## src/rtl/adc_rd_pkg.sv

```systemverilog
package adc_rd_pkg;

    // Rising edges before the first result bit: two acquisition, one null.
    localparam int unsigned LEAD_EDGES  = 3;
    // Rising edges of a full-resolution frame.
    localparam int unsigned FRAME_EDGES = 16;
    localparam int unsigned EC_W        = 5;

    typedef logic [EC_W-1:0] edge_cnt_t;

    typedef enum logic [1:0] {
        SEQ_POR   = 2'd0,
        SEQ_IDLE  = 2'd1,
        SEQ_FRAME = 2'd2
    } seq_state_e;

    typedef struct packed {
        logic      dummy;
        logic      reduced;
        edge_cnt_t nbits;
    } frame_cfg_t;

    function automatic int unsigned div_ceil(int unsigned num, int unsigned den);
        return (num + den - 1) / den;
    endfunction

    function automatic logic short_ok(logic en, edge_cnt_t bits, edge_cnt_t full);
        return en && (bits != '0) && (bits < full);
    endfunction

    function automatic edge_cnt_t last_edge(frame_cfg_t c);
        return c.reduced ? edge_cnt_t'(LEAD_EDGES) + c.nbits : edge_cnt_t'(FRAME_EDGES);
    endfunction

endpackage

```

## src/rtl/adc_rd_clkgen.sv

```systemverilog
module adc_rd_clkgen #(
    parameter int unsigned HALF_DIV = 16
) (
    input  logic clk,
    input  logic rst,
    input  logic run,
    output logic dclk,
    output logic rise_stb,
    output logic fall_stb
);
    localparam int unsigned HC_W = (HALF_DIV > 1) ? $clog2(HALF_DIV) : 1;
    localparam logic [HC_W-1:0] HALF_LAST = HC_W'(HALF_DIV - 1);

    logic [HC_W-1:0] hcnt;
    logic            tick;

    assign tick     = run && (hcnt == HALF_LAST);
    assign rise_stb = tick && !dclk;
    assign fall_stb = tick && dclk;

    always_ff @(posedge clk) begin
        if (rst || !run) begin
            hcnt <= '0;
            dclk <= 1'b0;
        end else if (tick) begin
            hcnt <= '0;
            dclk <= !dclk;
        end else begin
            hcnt <= hcnt + 1'b1;
        end
    end
endmodule

```

## src/rtl/adc_rd_seq.sv

```systemverilog
module adc_rd_seq
    import adc_rd_pkg::*;
#(
    parameter int unsigned ADC_BITS  = 12,
    parameter int unsigned POR_CYC   = 250000,
    parameter int unsigned FRAME_DIV = 500,
    parameter int unsigned MIN_GAP   = 64
) (
    input  logic                          clk,
    input  logic                          rst,
    input  logic                          short_en,
    input  logic [$clog2(ADC_BITS+1)-1:0] short_bits,
    input  logic                          rise_stb,
    input  logic                          fall_stb,
    output logic                          sel_n,
    output logic                          run,
    output logic                          busy,
    output logic                          cap_en,
    output logic                          clr,
    output logic                          done,
    output logic                          reduced,
    output edge_cnt_t                     nbits
);
    localparam int unsigned POR_W  = $clog2(POR_CYC + 1);
    localparam int unsigned PACE_W = $clog2(FRAME_DIV + 1);
    localparam int unsigned GAP_W  = $clog2(MIN_GAP + 1);
    localparam logic [POR_W-1:0]  POR_LAST  = POR_W'(POR_CYC - 1);
    localparam logic [PACE_W-1:0] PACE_LAST = PACE_W'(FRAME_DIV - 1);
    localparam logic [GAP_W-1:0]  GAP_LAST  = GAP_W'(MIN_GAP - 1);
    localparam edge_cnt_t FULL_N = edge_cnt_t'(ADC_BITS);
    localparam edge_cnt_t LEAD_N = edge_cnt_t'(LEAD_EDGES);

    seq_state_e        st;
    logic [POR_W-1:0]  por_cnt;
    logic [PACE_W-1:0] pace_cnt;
    logic [GAP_W-1:0]  gap_cnt;
    edge_cnt_t         edge_cnt;
    edge_cnt_t         req_bits;
    frame_cfg_t        cfg;
    frame_cfg_t        next_cfg;
    logic              start;
    logic              finish;

    assign req_bits = edge_cnt_t'(short_bits);

    always_comb begin
        next_cfg.dummy   = (st == SEQ_POR);
        next_cfg.reduced = !next_cfg.dummy && short_ok(short_en, req_bits, FULL_N);
        next_cfg.nbits   = next_cfg.reduced ? req_bits : FULL_N;
    end

    assign start  = ((st == SEQ_POR) && (por_cnt == POR_LAST)) ||
                    ((st == SEQ_IDLE) && (pace_cnt == PACE_LAST) && (gap_cnt == GAP_LAST));
    assign finish = (st == SEQ_FRAME) && fall_stb && (edge_cnt == last_edge(cfg));

    assign run     = (st == SEQ_FRAME);
    assign busy    = (st == SEQ_FRAME);
    assign clr     = start;
    assign done    = finish && !cfg.dummy;
    assign reduced = cfg.reduced;
    assign nbits   = cfg.nbits;
    assign cap_en  = (st == SEQ_FRAME) && rise_stb && (edge_cnt >= LEAD_N) &&
                     (edge_cnt < LEAD_N + cfg.nbits);

    always_ff @(posedge clk) begin
        if (rst) begin
            st       <= SEQ_POR;
            por_cnt  <= '0;
            pace_cnt <= '0;
            gap_cnt  <= '0;
            edge_cnt <= '0;
            cfg      <= '0;
            sel_n    <= 1'b1;
        end else begin
            if (pace_cnt != PACE_LAST) pace_cnt <= pace_cnt + 1'b1;
            unique case (st)
                SEQ_POR:  por_cnt <= por_cnt + 1'b1;
                SEQ_IDLE: if (gap_cnt != GAP_LAST) gap_cnt <= gap_cnt + 1'b1;
                SEQ_FRAME: begin
                    if (rise_stb) edge_cnt <= edge_cnt + 1'b1;
                    if (finish) begin
                        st      <= SEQ_IDLE;
                        sel_n   <= 1'b1;
                        gap_cnt <= '0;
                    end
                end
                default: st <= SEQ_POR;
            endcase
            if (start) begin
                st       <= SEQ_FRAME;
                sel_n    <= 1'b0;
                edge_cnt <= '0;
                pace_cnt <= '0;
                cfg      <= next_cfg;
            end
        end
    end
endmodule

```

## src/rtl/adc_rd_capture.sv

```systemverilog
module adc_rd_capture
    import adc_rd_pkg::*;
#(
    parameter int unsigned ADC_BITS = 12
) (
    input  logic                clk,
    input  logic                rst,
    input  logic                clr,
    input  logic                cap_en,
    input  logic                sdi,
    input  edge_cnt_t           nbits,
    output logic [ADC_BITS-1:0] aligned
);
    localparam edge_cnt_t FULL_N = edge_cnt_t'(ADC_BITS);

    logic [ADC_BITS-1:0] acc;
    edge_cnt_t           shamt;

    assign shamt   = FULL_N - nbits;
    assign aligned = acc << shamt;

    always_ff @(posedge clk) begin
        if (rst || clr) begin
            acc <= '0;
        end else if (cap_en) begin
            acc <= {acc[ADC_BITS-2:0], sdi};
        end
    end
endmodule

```

## src/rtl/adc_rd_ctrl.sv

```systemverilog
module adc_rd_ctrl
    import adc_rd_pkg::*;
#(
    parameter int unsigned CLK_HZ    = 100_000_000,
    parameter int unsigned DCLK_HZ   = 3_200_000,
    parameter int unsigned SAMPLE_HZ = 200_000,
    parameter int unsigned POR_US    = 2500,
    parameter int unsigned GAP_DCLKS = 2,
    parameter int unsigned ADC_BITS  = 12,
    parameter int unsigned OUT_W     = 16
) (
    input  logic                          clk,
    input  logic                          rst,
    input  logic                          short_en,
    input  logic [$clog2(ADC_BITS+1)-1:0] short_bits,
    input  logic                          sdi,
    output logic                          sel_n,
    output logic                          dclk,
    output logic                          busy,
    output logic [OUT_W-1:0]              smp_data,
    output logic                          smp_valid,
    output logic                          smp_reduced
);
    localparam int unsigned HALF_DIV  = div_ceil(CLK_HZ, 2 * DCLK_HZ);
    localparam int unsigned FRAME_DIV = CLK_HZ / SAMPLE_HZ;
    localparam int unsigned POR_CYC   = (CLK_HZ / 1_000_000) * POR_US;
    localparam int unsigned MIN_GAP   = 2 * HALF_DIV * GAP_DCLKS;

    logic                run;
    logic                rise_stb;
    logic                fall_stb;
    logic                cap_en;
    logic                clr;
    logic                done;
    logic                reduced;
    edge_cnt_t           nbits;
    logic [ADC_BITS-1:0] aligned;
    logic [OUT_W-1:0]    ext;

    adc_rd_clkgen #(.HALF_DIV(HALF_DIV)) u_clkgen (
        .clk      (clk),
        .rst      (rst),
        .run      (run),
        .dclk     (dclk),
        .rise_stb (rise_stb),
        .fall_stb (fall_stb)
    );

    adc_rd_seq #(
        .ADC_BITS  (ADC_BITS),
        .POR_CYC   (POR_CYC),
        .FRAME_DIV (FRAME_DIV),
        .MIN_GAP   (MIN_GAP)
    ) u_seq (
        .clk        (clk),
        .rst        (rst),
        .short_en   (short_en),
        .short_bits (short_bits),
        .rise_stb   (rise_stb),
        .fall_stb   (fall_stb),
        .sel_n      (sel_n),
        .run        (run),
        .busy       (busy),
        .cap_en     (cap_en),
        .clr        (clr),
        .done       (done),
        .reduced    (reduced),
        .nbits      (nbits)
    );

    adc_rd_capture #(.ADC_BITS(ADC_BITS)) u_capture (
        .clk     (clk),
        .rst     (rst),
        .clr     (clr),
        .cap_en  (cap_en),
        .sdi     (sdi),
        .nbits   (nbits),
        .aligned (aligned)
    );

    generate
        if (OUT_W > ADC_BITS) begin : g_sext
            assign ext = {{(OUT_W - ADC_BITS){aligned[ADC_BITS-1]}}, aligned};
        end else begin : g_plain
            assign ext = aligned;
        end
    endgenerate

    always_ff @(posedge clk) begin
        if (rst) begin
            smp_valid   <= 1'b0;
            smp_data    <= '0;
            smp_reduced <= 1'b0;
        end else begin
            smp_valid <= done;
            if (done) begin
                smp_data    <= ext;
                smp_reduced <= reduced;
            end
        end
    end
endmodule

```

## config.mk

```make
export PLATFORM = sky130hd
export DESIGN_NAME = adc_rd_ctrl
export DESIGN_NICKNAME = d
export VERILOG_FILES = /design/src/rtl/adc_rd_pkg.sv /design/src/rtl/adc_rd_clkgen.sv /design/src/rtl/adc_rd_seq.sv /design/src/rtl/adc_rd_capture.sv /design/src/rtl/adc_rd_ctrl.sv
export SDC_FILE = /design/constraint.sdc
export NUM_CORES = 1
export LEC_CHECK = 0
export BUFFER_PORTS_ARGS = -buffer_cell sky130_fd_sc_hd__buf_4
export CAP_MARGIN = 10
export CORE_ASPECT_RATIO = 1.1
export CORE_MARGIN = 2
export CORE_UTILIZATION = 45
export DETAILED_ROUTE_END_ITERATION = 7
export HOLD_SLACK_MARGIN = 0.05
export PLACE_DENSITY = 0.67
export SYNTH_ARGS = -nofsm -noshare
export SYNTH_HDL_FRONTEND = slang
export SYNTH_SLANG_ARGS = --single-unit
```

## constraint.sdc

```tcl
create_clock -name clk -period 4.57 [get_ports clk]
set_clock_uncertainty 0.1 [all_clocks]
set_input_delay 0 -clock clk [delete_from_list [all_inputs] [get_ports clk]]
set_output_delay 0 -clock clk [all_outputs]
set_load 0.02 [all_outputs]
```

### Word-level counts from Yosys, hierarchy flattened

Index checks and enable logic that the tools add are counted.

* bits in registers: 80
* logic and storage cells: 87
* output and inout bits: 21

* mux-type cells: 11
* reductions and logical operators: 35
* equality and inequality tests: 13
* shift operators: 1
* $add $sub $neg: 7
* bitwise gates (word level): 1
* magnitude comparators: 3

Operators with widths (count)
* adder 18 x 1 -> 18 bit, second input constant: 1
* equality test 18 bit, second input constant: 1
* logical AND 1 bit: 15
* 2-to-1 mux 7 bit: 2
* one-hot mux 7 bit (2 select lines): 1
* left shift 12 x 5 -> 12 bit: 1
* adder 9 x 1 -> 9 bit, second input constant: 1
* equality test 9 bit, second input constant: 1
* inequality test 9 bit, second input constant: 1
* AND reduction 2 bit: 4
* adder 7 x 1 -> 7 bit, second input constant: 1
* equality test 7 x 6 -> 1 bit, second input constant: 1
* inequality test 7 x 6 -> 1 bit, second input constant: 1
* nonzero test 2 bit: 3
* OR reduction 2 bit: 3
* adder 2 x 5 -> 5 bit, first input constant: 1
* adder 5 x 1 -> 5 bit, second input constant: 1
* equality test 5 bit: 1
* >= comparator 5 x 2 -> 1 bit, second input constant: 1
* < comparator 5 bit: 1
* 2-to-1 mux 5 bit: 1
* nonzero test 5 bit: 1
* subtractor 4 x 5 -> 5 bit, first input constant: 1
* adder 4 x 1 -> 4 bit, second input constant: 1
* other kinds (16): 25

### Longest topological paths before layout

Gate-level depths: netlist of run 1.

* depth in word-level cells: 8
* mapped depth: 14
* mapped depth without buffers: 9

### By module

A second synthesis of run 1 with hierarchy kept.

* cell total of the unflattened synthesis: 481
* area, all modules: 4352.9 µm²

By module, submodules not included
* adc_rd_seq: instances 1, cells each 290, area an instance 2538.7 µm², seq. area each 960.9 µm²
* adc_rd_capture: instances 1, cells each 122, area an instance 1069.8 µm², seq. area each 240.2 µm²
* adc_rd_ctrl: instances 1, cells each 48, area an instance 531.8 µm², seq. area each 280.3 µm²
* adc_rd_clkgen: instances 1, cells each 21, area an instance 212.7 µm², seq. area each 100.1 µm²

### Least setup slack after synthesis of run 1

No wires, ideal clock.

* kind: register -> register
* from: reg u_seq.cfg (netlist bit u_seq.nbits[0])
* to: reg u_capture.acc[0]
* path slack: 1.346 ns
* stages on the path, launching flop included: 15
* arrival: 3.053 ns
* period minus slack after synthesis: 3.224 ns
* path buffers: 5
* setup time: 0.072 ns
* path through: dfxtp_1 clkbuf_2 clkinv_1 ha_1 buf_2 xor2_1 clkbuf_1 ha_1 o21a_1 o21a_1 o21ai_0 and3_1 clkbuf_1 buf_2 mux2i_1

* longest elaborated chain between the ends: 3

RTL lines
* start, declared: RTL line adc_rd_seq.sv:39 `frame_cfg_t cfg;`
* start signal, assigned: RTL line adc_rd_seq.sv:94 `cfg <= next_cfg;`
* adder 2 x 5 -> 5 bit: RTL line adc_rd_seq.sv:63 `(edge_cnt < LEAD_N + cfg.nbits);`
* < comparator 5 bit: RTL line adc_rd_seq.sv:63
* logical AND 1 bit: RTL line adc_rd_seq.sv:62 `assign cap_en = (st == SEQ_FRAME) && rise_stb && (edge_cnt >= LEAD_N) &&`
* end signal, assigned: RTL line adc_rd_capture.sv:26 `acc <= {acc[ADC_BITS-2:0], sdi};`
* end, declared: RTL line adc_rd_capture.sv:16 `logic [ADC_BITS-1:0] acc;`

Every way passes these cells.
A chain may end at the register's enable or synchronous reset.

### Worst setup path after layout of run 1

* from: reg u_seq.pace_cnt[0]
* to: reg u_seq.cfg (netlist bit u_seq.nbits[1])

* longest elaborated chain between the ends: 4

RTL lines
* start, declared: RTL line adc_rd_seq.sv:35 `logic [PACE_W-1:0] pace_cnt;`
* start signal, assigned: RTL line adc_rd_seq.sv:75 `if (pace_cnt != PACE_LAST) pace_cnt <= pace_cnt + 1'b1;`
* equality test 9 bit: RTL line adc_rd_seq.sv:53 `((st == SEQ_IDLE) && (pace_cnt == PACE_LAST) && (gap_cnt == GAP_LAST));`
* logical AND 1 bit (2 in series): RTL line adc_rd_seq.sv:53
* logical OR 1 bit: RTL line adc_rd_seq.sv:52 `assign start = ((st == SEQ_POR) && (por_cnt == POR_LAST)) ||`

Every way passes these cells.

==> run_results.csv, run 1 <==
group,metric,value,unit
run_status,status,"finished, final reports clean",
yosys,synthArstFlopShare,0,%
routing,num_vias,3240,
global_routing,track_usage,18.2,%
global_routing,antenna_found_initial,0,
sta,rsz0062_at_grt,"no",
sta,relSlewSlack,53.9,%
setup_path,critPathTopFamily,"buffers and inverters",
hold_path,min_delay_path_depth,7,
cts,htree_levels,3,
sta,post-route-period-util,78.8,%
layout,fin_nets,512,
setup_path,crit_buf_inv,2,
layout,fin_cells,610,
die,die_h,105,µm
sta,whs,0.128,ns
global_routing,grt_pass1_vias,3052,
sta,hold_viol_final,0,
sta,tightest_slew,0.691,ns
cts,postCtsSetupRepairBufs,0,
yosys,synth.distinct_cells,53,
setup_path,crit_path_end_kind,"flip-flop",
setup_path,cp_slowest_cell,"o32ai_4",
yosys,ys.flop_type,"dfxtp_1",
setup_path,criticalPathCategory,"reg2reg",
power,peakVddDrop,124,µV
placed_design,place_hpwl,5860,µm
power,powerDensity,261,nW/µm²
yosys,syn-num-nets,490,
die,rows,36,
layout,final_cell_mix,"81 x nor2_1, 79 x dfxtp_1, 44 x mux2i_1, 36 x nand2_1, 31 x buf_4",
global_routing,grt_max_degree,53,
cts,clkSinkCount,79,
routing,antenna_left,0,
routing,wl_per_cell,13.8,µm
setup_path,r2r.worst_path.cells,9,
cts,numCtsBuffers,9,
routing,drt_iter0_markers,185,
die,io_pins,29,
layout,synthToLayoutAreaGrowth,12.0,%
layout,antenna_cells,0,
sta,tns,0,ns
routing,remaining_drc_errors,0,
placed_design,place_inst,583,
sta,setup_violations,0,
die,die_area,9970,µm²
placed_design,portBuffers,28,
setup_path,cp_data_arrival_time,3.75,ns
cts,cts_buffer_depth,2,
setup_path,critPathMaxFanout,14,
cts,clk_latency,0.37,ns
sta,maxSlewViolCount,0,
setup_path,setup.worst_path.start_class,"flip-flop",
layout,drive_above_1_share,12.5,%
die,core,8870,µm²
cts,clock-root-buffer,"clkbuf_8",
layout,final_common_cell,"nor2_1",
hold_path,holdCritPathClass,"in2reg",
sta,max_freq,278,MHz
yosys,synth-seq-cells,79,
cts,cts_resized,0,
setup_path,required,4.72,ns
yosys,synth_seq_area_share,38.3,%
die,die-width,95.4,µm
power,p_leak,1.67,nW
yosys,syn_area,4130,µm²
global_routing,overflow,0,
routing,drtPass1Iterations,4,
setup_path,worst_path_largest_cell_delay,0.68,ns
setup_path,path_cells,"ha_1 > nand2_1 > or4_1 > o32ai_4 > nor2_1 > a31oi_1 > dlygate4sd3_1 > nor2_1 > dlygate4sd3_1",
yosys,synth_enable_flop_cells,0,
sta,fin_crit,3.60,ns
yosys,yosys_warnings,0,
routing,via_per_inst,5.31,
placed_design,place_congestion,0.839,
die,start_util,46.6,%
setup_path,cp.depth,9,
global_routing,grt_pass1_wl,14400,µm
yosys,synth_area_per_cell,8.81,µm²
cts,cts_tree,"built",
routing,drt_wl_total,8390,µm
yosys,syn_inst,469,
layout,fill_cells,832,
job,cap_violations,0,
power,total_power,1.21,mW
cts,clk_pin_slew_worst_paths,0.08,ns
-- logic make-up after synthesis --
family	after synthesis	share of synthesized area (%)
flip-flops	79	38.3
XOR/XNOR	34	7.21
multiplexers	48	12.8
adder cells (fa/ha/maj)	13	3.94
AO/OA/AOI/OAI	57	10.2
buffers and inverters	47	5.75
AND/OR/NAND/NOR	191	21.8
-- synthesized netlist by cell type (2+ instances only) --
cell / instances / area (µm²)
nor2_1: 81 / 304
dfxtp_1: 79 / 1580
mux2i_1: 44 / 440
nand2_1: 36 / 135
xnor2_1: 20 / 175
inv_1: 15 / 56.3
nand3_1: 14 / 70.1
xor2_1: 14 / 123
ha_1: 13 / 163
a21oi_1: 10 / 50.1
nand2b_1: 10 / 62.6
nand4_1: 10 / 62.6
a211oi_1: 9 / 67.6
buf_2: 9 / 45.0
buf_4: 9 / 67.6
clkbuf_1: 9 / 33.8
nor3_1: 9 / 45.0
o21ai_0: 9 / 45.0
and3_1: 6 / 37.5
a31oi_1: 4 / 25.0
mux4_2: 4 / 90.1
or2_2: 4 / 25.0
a211oi_2: 3 / 37.5
and4_1: 3 / 26.3
nor3b_1: 3 / 22.5
nor4b_1: 3 / 26.3
o211ai_1: 3 / 22.5
o21a_1: 3 / 22.5
a311oi_1: 2 / 17.5
a41oi_1: 2 / 17.5
and2_1: 2 / 12.5
buf_6: 2 / 22.5
nor4_1: 2 / 12.5
o21ai_1: 2 / 10.0
o21bai_1: 2 / 15.0
or3_1: 2 / 12.5
-- where the power goes --
group | total, mW | leakage, nW | internal, mW | switching [mW]
registers | 0.697 | 0.637 | 0.692 | 0.00440
logic | 0.0321 | 0.945 | 0.0144 | 0.0177
clock network | 0.481 | 0.0913 | 0.203 | 0.277
total | 1.21 | 1.67 | 0.910 | 0.299
-- path summary, 6_finish.rpt --
path                                                      from                          end  slack, ns
worst max-delay path            u_seq.pace_cnt[0]$_SDFFE_PP0N_  u_seq.nbits[1]$_SDFFE_PP0P_       0.97
worst min-delay path                                  short_en   u_seq.reduced$_SDFFE_PP0P_       0.13
worst max register to register  u_seq.pace_cnt[0]$_SDFFE_PP0N_  u_seq.nbits[1]$_SDFFE_PP0P_       0.97
worst min register to register     u_clkgen.hcnt[0]$_SDFF_PP0_  u_clkgen.hcnt[0]$_SDFF_PP0_       0.37
-- stage by stage --
| step | setup slack, ns | util (%) | instance area, µm² |
|---|---|---|---|
| finish | 0.970 | 52.2 | 4630 |
| global route | 0.703 | 52.2 | 4630 |
| CTS | 0.974 | 52.2 | 4630 |
| detailed placement | 1.28 | 48.9 | 4340 |
| global placement | 1.44 | 48.9 | 4340 |
| floorplan | 1.35 | - | 4130 |
-- flip-flops by register name, summed over array words and instances (netlist names), 2 cells and up --
signal,cells
u_seq.gap_cnt,7
u_seq.pace_cnt,9
u_seq.nbits,4
u_clkgen.hcnt,4
u_capture.acc,12
u_seq.st,2
u_seq.edge_cnt,5
smp_data,12
u_seq.por_cnt,18
-- worst min-delay path: cells and delay by family --
family | cells | cell delay (ns)
AND/OR/NAND/NOR | 1 | 0.05
AO/OA/AOI/OAI | 2 | 0.17
buffers and inverters | 3 | 0.20
multiplexers | 1 | 0.13
-- timing repair --
action	in CTS	in global routing
endpoints found under the hold margin	34	0
setup endpoints to repair	0	0
hold buffers	11	0
-- per-layer routing --
layer	vias up	wire length (µm)	GRT usage (%)
li1	1668	-	-
met1	1509	4060	25.4
met2	56	3890	27.7
met3	7	347	3.91
met4	0	94	6.02
met5	-	0	0
-- cell type report --
cell class                      instances  area [µm²]  share of cell area, %
Clock buffer                            9         124                   2.68
Multi-Input combinational cell        343        2320                   50.1
Timing Repair Buffer                   42         343                   7.41
Sequential cell                        79        1580                   34.2
Inverter                               16        60.1                   1.30
Clock inverter                          7        58.8                   1.27
Tap cell                              114         143                   3.08
Power figures use the tool's default switching activity.
==> inputs of run 2 (changes only) <==
--- a/config.mk
+++ b/config.mk
@@ -5,6 +5,7 @@
 export SDC_FILE = /design/constraint.sdc
 export NUM_CORES = 1
 export LEC_CHECK = 0
+export ABC_AREA = 1
 export BUFFER_PORTS_ARGS = -buffer_cell sky130_fd_sc_hd__buf_4
 export CAP_MARGIN = 10
 export CORE_ASPECT_RATIO = 1.1
==> constraint.sdc (replaced) <==
create_clock -name clk -period 3.6 [get_ports clk]
set_clock_uncertainty 0.1 [all_clocks]
set_input_delay 0 -clock clk [delete_from_list [all_inputs] [get_ports clk]]
set_output_delay 0 -clock clk [all_outputs]
set_load 0.02 [all_outputs]
==> run 2 against run 1 <==
  * Hold slack improved by 0.23 ns
  * Power is 25% higher
  * Synthesized cell count up 27%
  * Routed wire length up 6.9%
  * Register-to-register slack got worse by 0.44 ns
  * Sequential share of layout area rose by 0.22 points
  * Flip-flop and latch count unchanged
  * First-iteration DRC count shrank 12%
  * Design area shrank 0.65%
  * Non-clock buffer count is 2 lower
  * Global-route usage increased by 0.54 points
==> run_results.csv, run 2 <==
group,metric,value,unit
run_status,status,"finished, final reports clean",
yosys,synth.most_common_cell,"nand2_1",
global_routing,overflow,0,
routing,antenna_left,0,
die,start_util,46.2,%
power,peakVddDrop,137,µV
sta,maxSlewViolCount,0,
layout,postLayoutCellArea,4600,µm²
layout,top_regs,"u_seq.por_cnt x18, smp_data x12, u_capture.acc x12",
setup_path,rrSetupSlack,0.53,ns
hold_path,min_delay_path_depth,1,
global_routing,track_usage,18.7,%
yosys,ys.flop_type,"dfxtp_1",
sta,fin_crit,3.07,ns
placed_design,place_area,4350,µm²
sta,post-route-period-util,85.4,%
die,die_area,9850,µm²
die,die_h,104,µm
cts,clk_pin_slew_worst_paths,0.08,ns
setup_path,r2r.worst_path.cells,8,
hold_path,holdCritPathClass,"reg2reg",
die,die-width,94.8,µm
sta,tightest_slew,0.999,ns
global_routing,gr-usage-met2,28.8,%
yosys,syn_inst,595,
yosys,synthArstFlopShare,0,%
routing,remaining_drc_errors,0,
routing,num_vias,3814,
layout,antenna_cells,0,
setup_path,setup.worst_path.start_class,"flip-flop",
layout,final_common_cell,"nand2_1",
yosys,syn-num-nets,616,
routing,drtPass1Iterations,4,
sta,max_freq,325,MHz
hold_path,hp-start,"u_clkgen.hcnt[0]$_SDFF_PP0_",
yosys,synth_area_per_cell,6.86,µm²
yosys,synth.top_cell.area_share,38.7,%
cts,cts_tree,"built",
setup_path,critPathMaxFanout,20,
setup_path,r2r-end,"u_seq.nbits[1]$_SDFFE_PP0P_",
layout,drive_above_1_share,9.57,%
power,powerDensity,329,nW/µm²
routing,drt_wl_total,8970,µm
die,rows,36,
yosys,synth-seq-cells,79,
layout,fin_nets,645,
routing,drt_iter0_markers,163,
yosys,synth_seq_area_share,38.7,%
job,cap_violations,0,
layout,final_cell_mix,"136 x nand2_1, 79 x dfxtp_1, 72 x inv_1, 53 x nor2_1",
yosys,synth.largest_area_cell,"dfxtp_1",
setup_path,crit_path_end_kind,"flip-flop",
yosys,yosys-top-cells-count,"136 x nand2_1, 79 x dfxtp_1, 72 x inv_1",
cts,clkSinkCount,79,
setup_path,criticalPathCategory,"reg2reg",
layout,largest_reg_flops,18,
layout,fill_cells,907,
global_routing,antenna_found_initial,0,
hold_path,hold-path-endpoint,"u_clkgen.hcnt[0]$_SDFF_PP0_",
placed_design,place_congestion,0.876,
placed_design,place_hpwl,6550,µm
sta,relSlewSlack,33.3,%
setup_path,required,3.79,ns
cts,clk_latency,0.35,ns
cts,cts_buffer_depth,2,
power,p_leak,1.83,nW
yosys,netlist_top_cells_area,"dfxtp_1 39%, nand2_1 13%, inv_1 6.6%, a21oi_1 5.5%, o21ai_0 5.5%",
cts,numCtsBuffers,9,
global_routing,grt_use_met3,3.48,%
die,core,8830,µm²
yosys,syn_area,4080,µm²
setup_path,cp_data_arrival_time,3.27,ns
die,io_pins,29,
cts,clock-root-buffer,"clkbuf_8",
sta,tns,0,ns
layout,top_register,"u_seq.por_cnt",
placed_design,portBuffers,28,
global_routing,grt_pass1_vias,3344,
yosys,synth_enable_flop_cells,0,
global_routing,grt_max_degree,32,
yosys,synth.distinct_cells,36,
routing,wl_per_cell,12.1,µm
routing,via_per_inst,5.15,
sta,rsz0062_at_grt,"no",
global_routing,grt_util_met1,26.2,%
layout,synthToLayoutAreaGrowth,12.7,%
cts,htree_levels,3,
global_routing,grt-busiest-layer,"met2",
sta,hold_viol_final,0,
sta,setup_violations,0,
yosys,yosys_warnings,0,
setup_path,r2r_start,"u_seq.st[0]$_SDFFE_PP0P_",
cts,cts_resized,0,
global_routing,grt_pass1_wl,15000,µm
-- run 2: per-stage QoR --
step	hold WS (ns)	setup WS (ns)	power, mW	util [%]	std cells
6_report	0.356	0.526	1.51	52.1	741
5_1_grt	0.368	0.205	1.58	52.1	741
4_1_cts	0.341	0.589	1.54	52.1	741
3_5_place_dp	0.153	0.616	0.946	49.2	718
3_3_place_gp	0.140	0.712	0.945	49.2	718
2_1_floorplan	0.0311	1.29	0.932	-	595
-- run 2: layout make-up --
cell class | instances | area [µm²] | share of cell area [%]
inverters | 75 | 282 | 6.12
clock buffers | 13 | 159 | 3.45
repair buffers | 40 | 323 | 7.02
multi-input cells | 419 | 2110 | 45.8
well taps | 114 | 143 | 3.10
clock inverters | 1 | 5.00 | 0.109
flip-flops and latches | 79 | 1580 | 34.4
-- run 2: kinds of logic (layout without fill, tap and decap cells) --
family                   count (synthesis)  count (layout)  synth area share (%)
buffers and inverters                   97             129                  9.65
AND/OR/NAND/NOR                        277             277                  29.7
flip-flops                              79              79                  38.7
XOR/XNOR                                13              13                  2.79
adder cells (fa/ha/maj)                 13              13                  3.98
AO/OA/AOI/OAI                          116             116                  15.2
-- run 2: how the worst max path moves through the flow --
stage                     cells after the start                        start                            end
after CTS                                    16  u_seq.nbits[0]$_SDFFE_PP0P_  u_capture.acc[7]$_SDFFE_PP0P_
after detailed placement                     16  u_seq.nbits[0]$_SDFFE_PP0P_  u_capture.acc[7]$_SDFFE_PP0P_
final                                         8     u_seq.st[0]$_SDFFE_PP0P_    u_seq.nbits[1]$_SDFFE_PP0P_
after global routing                         16  u_seq.nbits[0]$_SDFFE_PP0P_  u_capture.acc[3]$_SDFFE_PP0P_
after global placement                       16  u_seq.nbits[0]$_SDFFE_PP0P_  u_capture.acc[7]$_SDFFE_PP0P_
after floorplan                              14  u_seq.nbits[0]$_SDFFE_PP0P_  u_capture.acc[1]$_SDFFE_PP0P_
-- run 2: where the power goes --
group          internal, mW  switching (mW)  total, mW
registers             0.879         0.00444      0.883
clock network         0.281           0.302      0.583
logic                0.0198          0.0281     0.0479
-- run 2: layer usage --
layer / share of wire, % / routed length (µm) / up-vias
li1: - / - / 2001
met1: 50 / 4510 / 1734
met2: 45 / 4060 / 66
met3: 3.3 / 293 / 13
met4: 1.1 / 103 / 0
met5: 0 / 0 / -
-- run 2: timing repair --
item,CTS,global route
hold buffers,9,0
buffers inserted,0,0
hold endpoints to repair,24,0
-- run 2: critical path, stage by stage, from the launching register on --
cell           delay [ns]
dfxtp_1              0.37
inv_1                0.08
ha_1                 0.34
nand4_1              0.18
nand2_1              0.08
nor2_1               0.54
inv_1                0.51
o22ai_1              0.23
dlygate4sd3_1        0.58
==> inputs of run 3 (changes only) <==
--- a/config.mk
+++ b/config.mk
@@ -14,6 +14,7 @@
 export DETAILED_ROUTE_END_ITERATION = 7
 export HOLD_SLACK_MARGIN = 0.05
 export PLACE_DENSITY = 0.67
+export REMOVE_ABC_BUFFERS = 1
 export SYNTH_ARGS = -nofsm -noshare
 export SYNTH_HDL_FRONTEND = slang
 export SYNTH_SLANG_ARGS = --single-unit
==> run 3 against run 2 <==
  * Non-clock buffer count up 1
  * Combinational power increased by 3%
  * Power rose by 11%
  * Global-route usage up 1.1 points
  * Via count shrank 0.63%
  * Register-to-register slack improved by 0.03 ns
  * Highest routed layer unchanged
  * First-iteration DRC count is 7.4% lower
  * Sequential share of layout area down 0.56 points
  * Critical endpoint is now u_capture.acc[7]$_SDFFE_PP0P_
  * Flip-flop and latch count stayed put
  * Worst setup slack improved by 0.032 ns
==> run_results.csv, run 3 (synthesized netlist as in run 2, its figures left out) <==
group,metric,value,unit
global_routing,gr-usage-met2,33.1,%
sta,relSlewSlack,34.4,%
setup_path,r2r-end,"u_capture.acc[7]$_SDFFE_PP0P_",
placed_design,place_inst,718,
placed_design,dp_slack,0.589,ns
cts,cts_buffer_depth,2,
layout,final_util,53.0,%
cts,clk_latency,0.36,ns
setup_path,crit_path_end_kind,"flip-flop",
die,start_util,46.2,%
sta,whs,0.358,ns
die,rows,36,
routing,drt_iter0_markers,151,
cts,numCtsBuffers,9,
layout,postLayoutCellArea,4680,µm²
sta,maxSlewViolCount,0,
setup_path,rrSetupSlack,0.56,ns
layout,antenna_cells,0,
placed_design,place_congestion,0.879,
setup_path,r2r.worst_path.cells,16,
layout,drive_above_1_share,10.2,%
sta,hold_viol_final,0,
cts,cts_tree,"built",
sta,worst_slack,0.558,ns
global_routing,grt_util_met1,25.0,%
global_routing,track_usage,19.8,%
setup_path,cp_data_arrival_time,3.23,ns
layout,final_common_cell,"nand2_1",
sta,fin_crit,3.04,ns
cts,cts_resized,0,
cts,htree_levels,3,
die,die_area,9850,µm²
job,cap_violations,0,
layout,largest_reg_flops,18,
power,power.share.clock,44.6,%
hold_path,holdCritPathClass,"reg2reg",
layout,seq_area,1580,µm²
routing,drtPass1Iterations,4,
routing,wl_per_cell,12.1,µm
power,p_int,1.31,mW
power,p_sw_share,22.0,%
routing,num_vias,3790,
setup_path,setup.worst_path.start_class,"flip-flop",
routing,antenna_left,0,
global_routing,grt-busiest-layer,"met2",
power,power_frac_comb,2.9,%
layout,fin_nets,646,
placed_design,place_hpwl,6760,µm
global_routing,antenna_found_initial,0,
global_routing,grt_max_degree,32,
die,die-width,94.8,µm
layout,synthToLayoutAreaGrowth,14.5,%
routing,drt_wl_total,9020,µm
cts,clock-root-buffer,"clkbuf_8",
routing,via_per_inst,5.09,
setup_path,criticalPathCategory,"reg2reg",
sta,rsz0062_at_grt,"no",
layout,top_register,"u_seq.por_cnt",
setup_path,r2r_start,"u_seq.nbits[0]$_SDFFE_PP0P_",
global_routing,grt_pass1_vias,3657,
power,p_sw,371,µW
cts,clk_pin_slew_worst_paths,0.08,ns
routing,remaining_drc_errors,0,
layout,fill_cells,914,
setup_path,critPathMaxFanout,21,
placed_design,portBuffers,28,
power,powerDensity,360,nW/µm²
hold_path,min_delay_path_depth,1,
power,total_power,1.68,mW
die,io_pins,29,
die,core,8830,µm²
sta,setup_violations,0,
setup_path,required,3.78,ns
global_routing,grt_use_met3,3.48,%
die,die_h,104,µm
layout,final_cell_mix,"136 x nand2_1, 79 x dfxtp_1, 72 x inv_1, 53 x nor2_1",
cts,clkSinkCount,79,
layout,top_regs,"u_seq.por_cnt x18, smp_data x12, u_capture.acc x12",
power,pwr-share-seq,52.5,%
power,p_leak,1.86,nW
hold_path,hp-start,"u_clkgen.hcnt[0]$_SDFF_PP0_",
global_routing,overflow,0,
sta,tns,0,ns
layout,fin_cells,744,
placed_design,place_area,4350,µm²
global_routing,grt_pass1_wl,16000,µm
run_status,status,"finished, final reports clean",
layout,multi_input_area,2110,µm²
sta,post-route-period-util,84.5,%
sta,tightest_slew,0.982,ns
hold_path,hold-path-endpoint,"u_clkgen.hcnt[0]$_SDFF_PP0_",
power,peakVddDrop,199,µV
sta,max_freq,329,MHz
## run 3: cell count changes in the layout (fill, tap and decap cells not counted)
cell	change
clkinvlp_4	+2
clkbuf_1	-2
inv_6	+1
clkinv_4	+1
dlygate4sd3_1	+1
bufinv_16	+2
clkinv_2	-1
clkbuf_8	-1
## run 3: layer usage
| layer | share of wire [%] | wire (µm) | up-vias |
|---|---|---|---|
| met5 | 0 | 0 | - |
| met4 | 1.7 | 150 | 0 |
| met3 | 2.6 | 231 | 13 |
| met2 | 49 | 4430 | 50 |
| met1 | 47 | 4210 | 1726 |
| li1 | - | - | 2001 |
## run 3: repair_timing
action / in CTS / in global routing
setup endpoints to repair: 0 / 0
hold buffers: 10 / 0
buffers inserted: 0 / 0
endpoints found under the hold margin: 24 / 0
## run 3: layout make-up
cell class,instances,share of cell area (%)
Clock buffer,10,2.94
Clock inverter,6,1.98
Inverter,75,6.02
Multi-Input combinational cell,419,45.1
Sequential cell,79,33.8
Tap cell,114,3.05
Timing Repair Buffer,41,7.12
## run 3: how the worst max path moves through the flow
| stage | start | to | slack [ns] |
|---|---|---|---|
| floorplan | u_seq.nbits[0]$_SDFFE_PP0P_ | u_capture.acc[3]$_SDFFE_PP0P_ | 0.68 |
| global placement | u_seq.nbits[0]$_SDFFE_PP0P_ | u_capture.acc[3]$_SDFFE_PP0P_ | 0.73 |
| detailed placement | u_seq.nbits[0]$_SDFFE_PP0P_ | u_capture.acc[9]$_SDFFE_PP0P_ | 0.59 |
| CTS | u_seq.nbits[0]$_SDFFE_PP0P_ | u_capture.acc[9]$_SDFFE_PP0P_ | 0.56 |
| global route | u_seq.nbits[0]$_SDFFE_PP0P_ | u_capture.acc[7]$_SDFFE_PP0P_ | 0.26 |
| finish | u_seq.nbits[0]$_SDFFE_PP0P_ | u_capture.acc[7]$_SDFFE_PP0P_ | 0.56 |
## run 3: critical path, stage by stage, from the launching register on
cell and delay [ns]:
dfxtp_1 0.31, buf_4 0.20, inv_2 0.11, ha_1 0.22
inv_1 0.07, nand2_1 0.07, nand2_1 0.06, buf_4 0.19
inv_1 0.13, ha_1 0.31, a21oi_1 0.15, o21ai_0 0.09
nor2_1 0.11, nand2_1 0.27, inv_1 0.31, o21ai_0 0.11
a21oi_1 0.15
## run 3: power groups by stage
stage / clock network (mW) / registers, mW / logic [mW]
3_5_place_dp: 0 / 0.904 / 0.0431
5_1_grt: 0.800 / 0.884 / 0.0560
4_1_cts: 0.774 / 0.883 / 0.0497
6_report: 0.750 / 0.883 / 0.0491
2_1_floorplan: 0 / 0.903 / 0.0245
3_3_place_gp: 0 / 0.903 / 0.0423
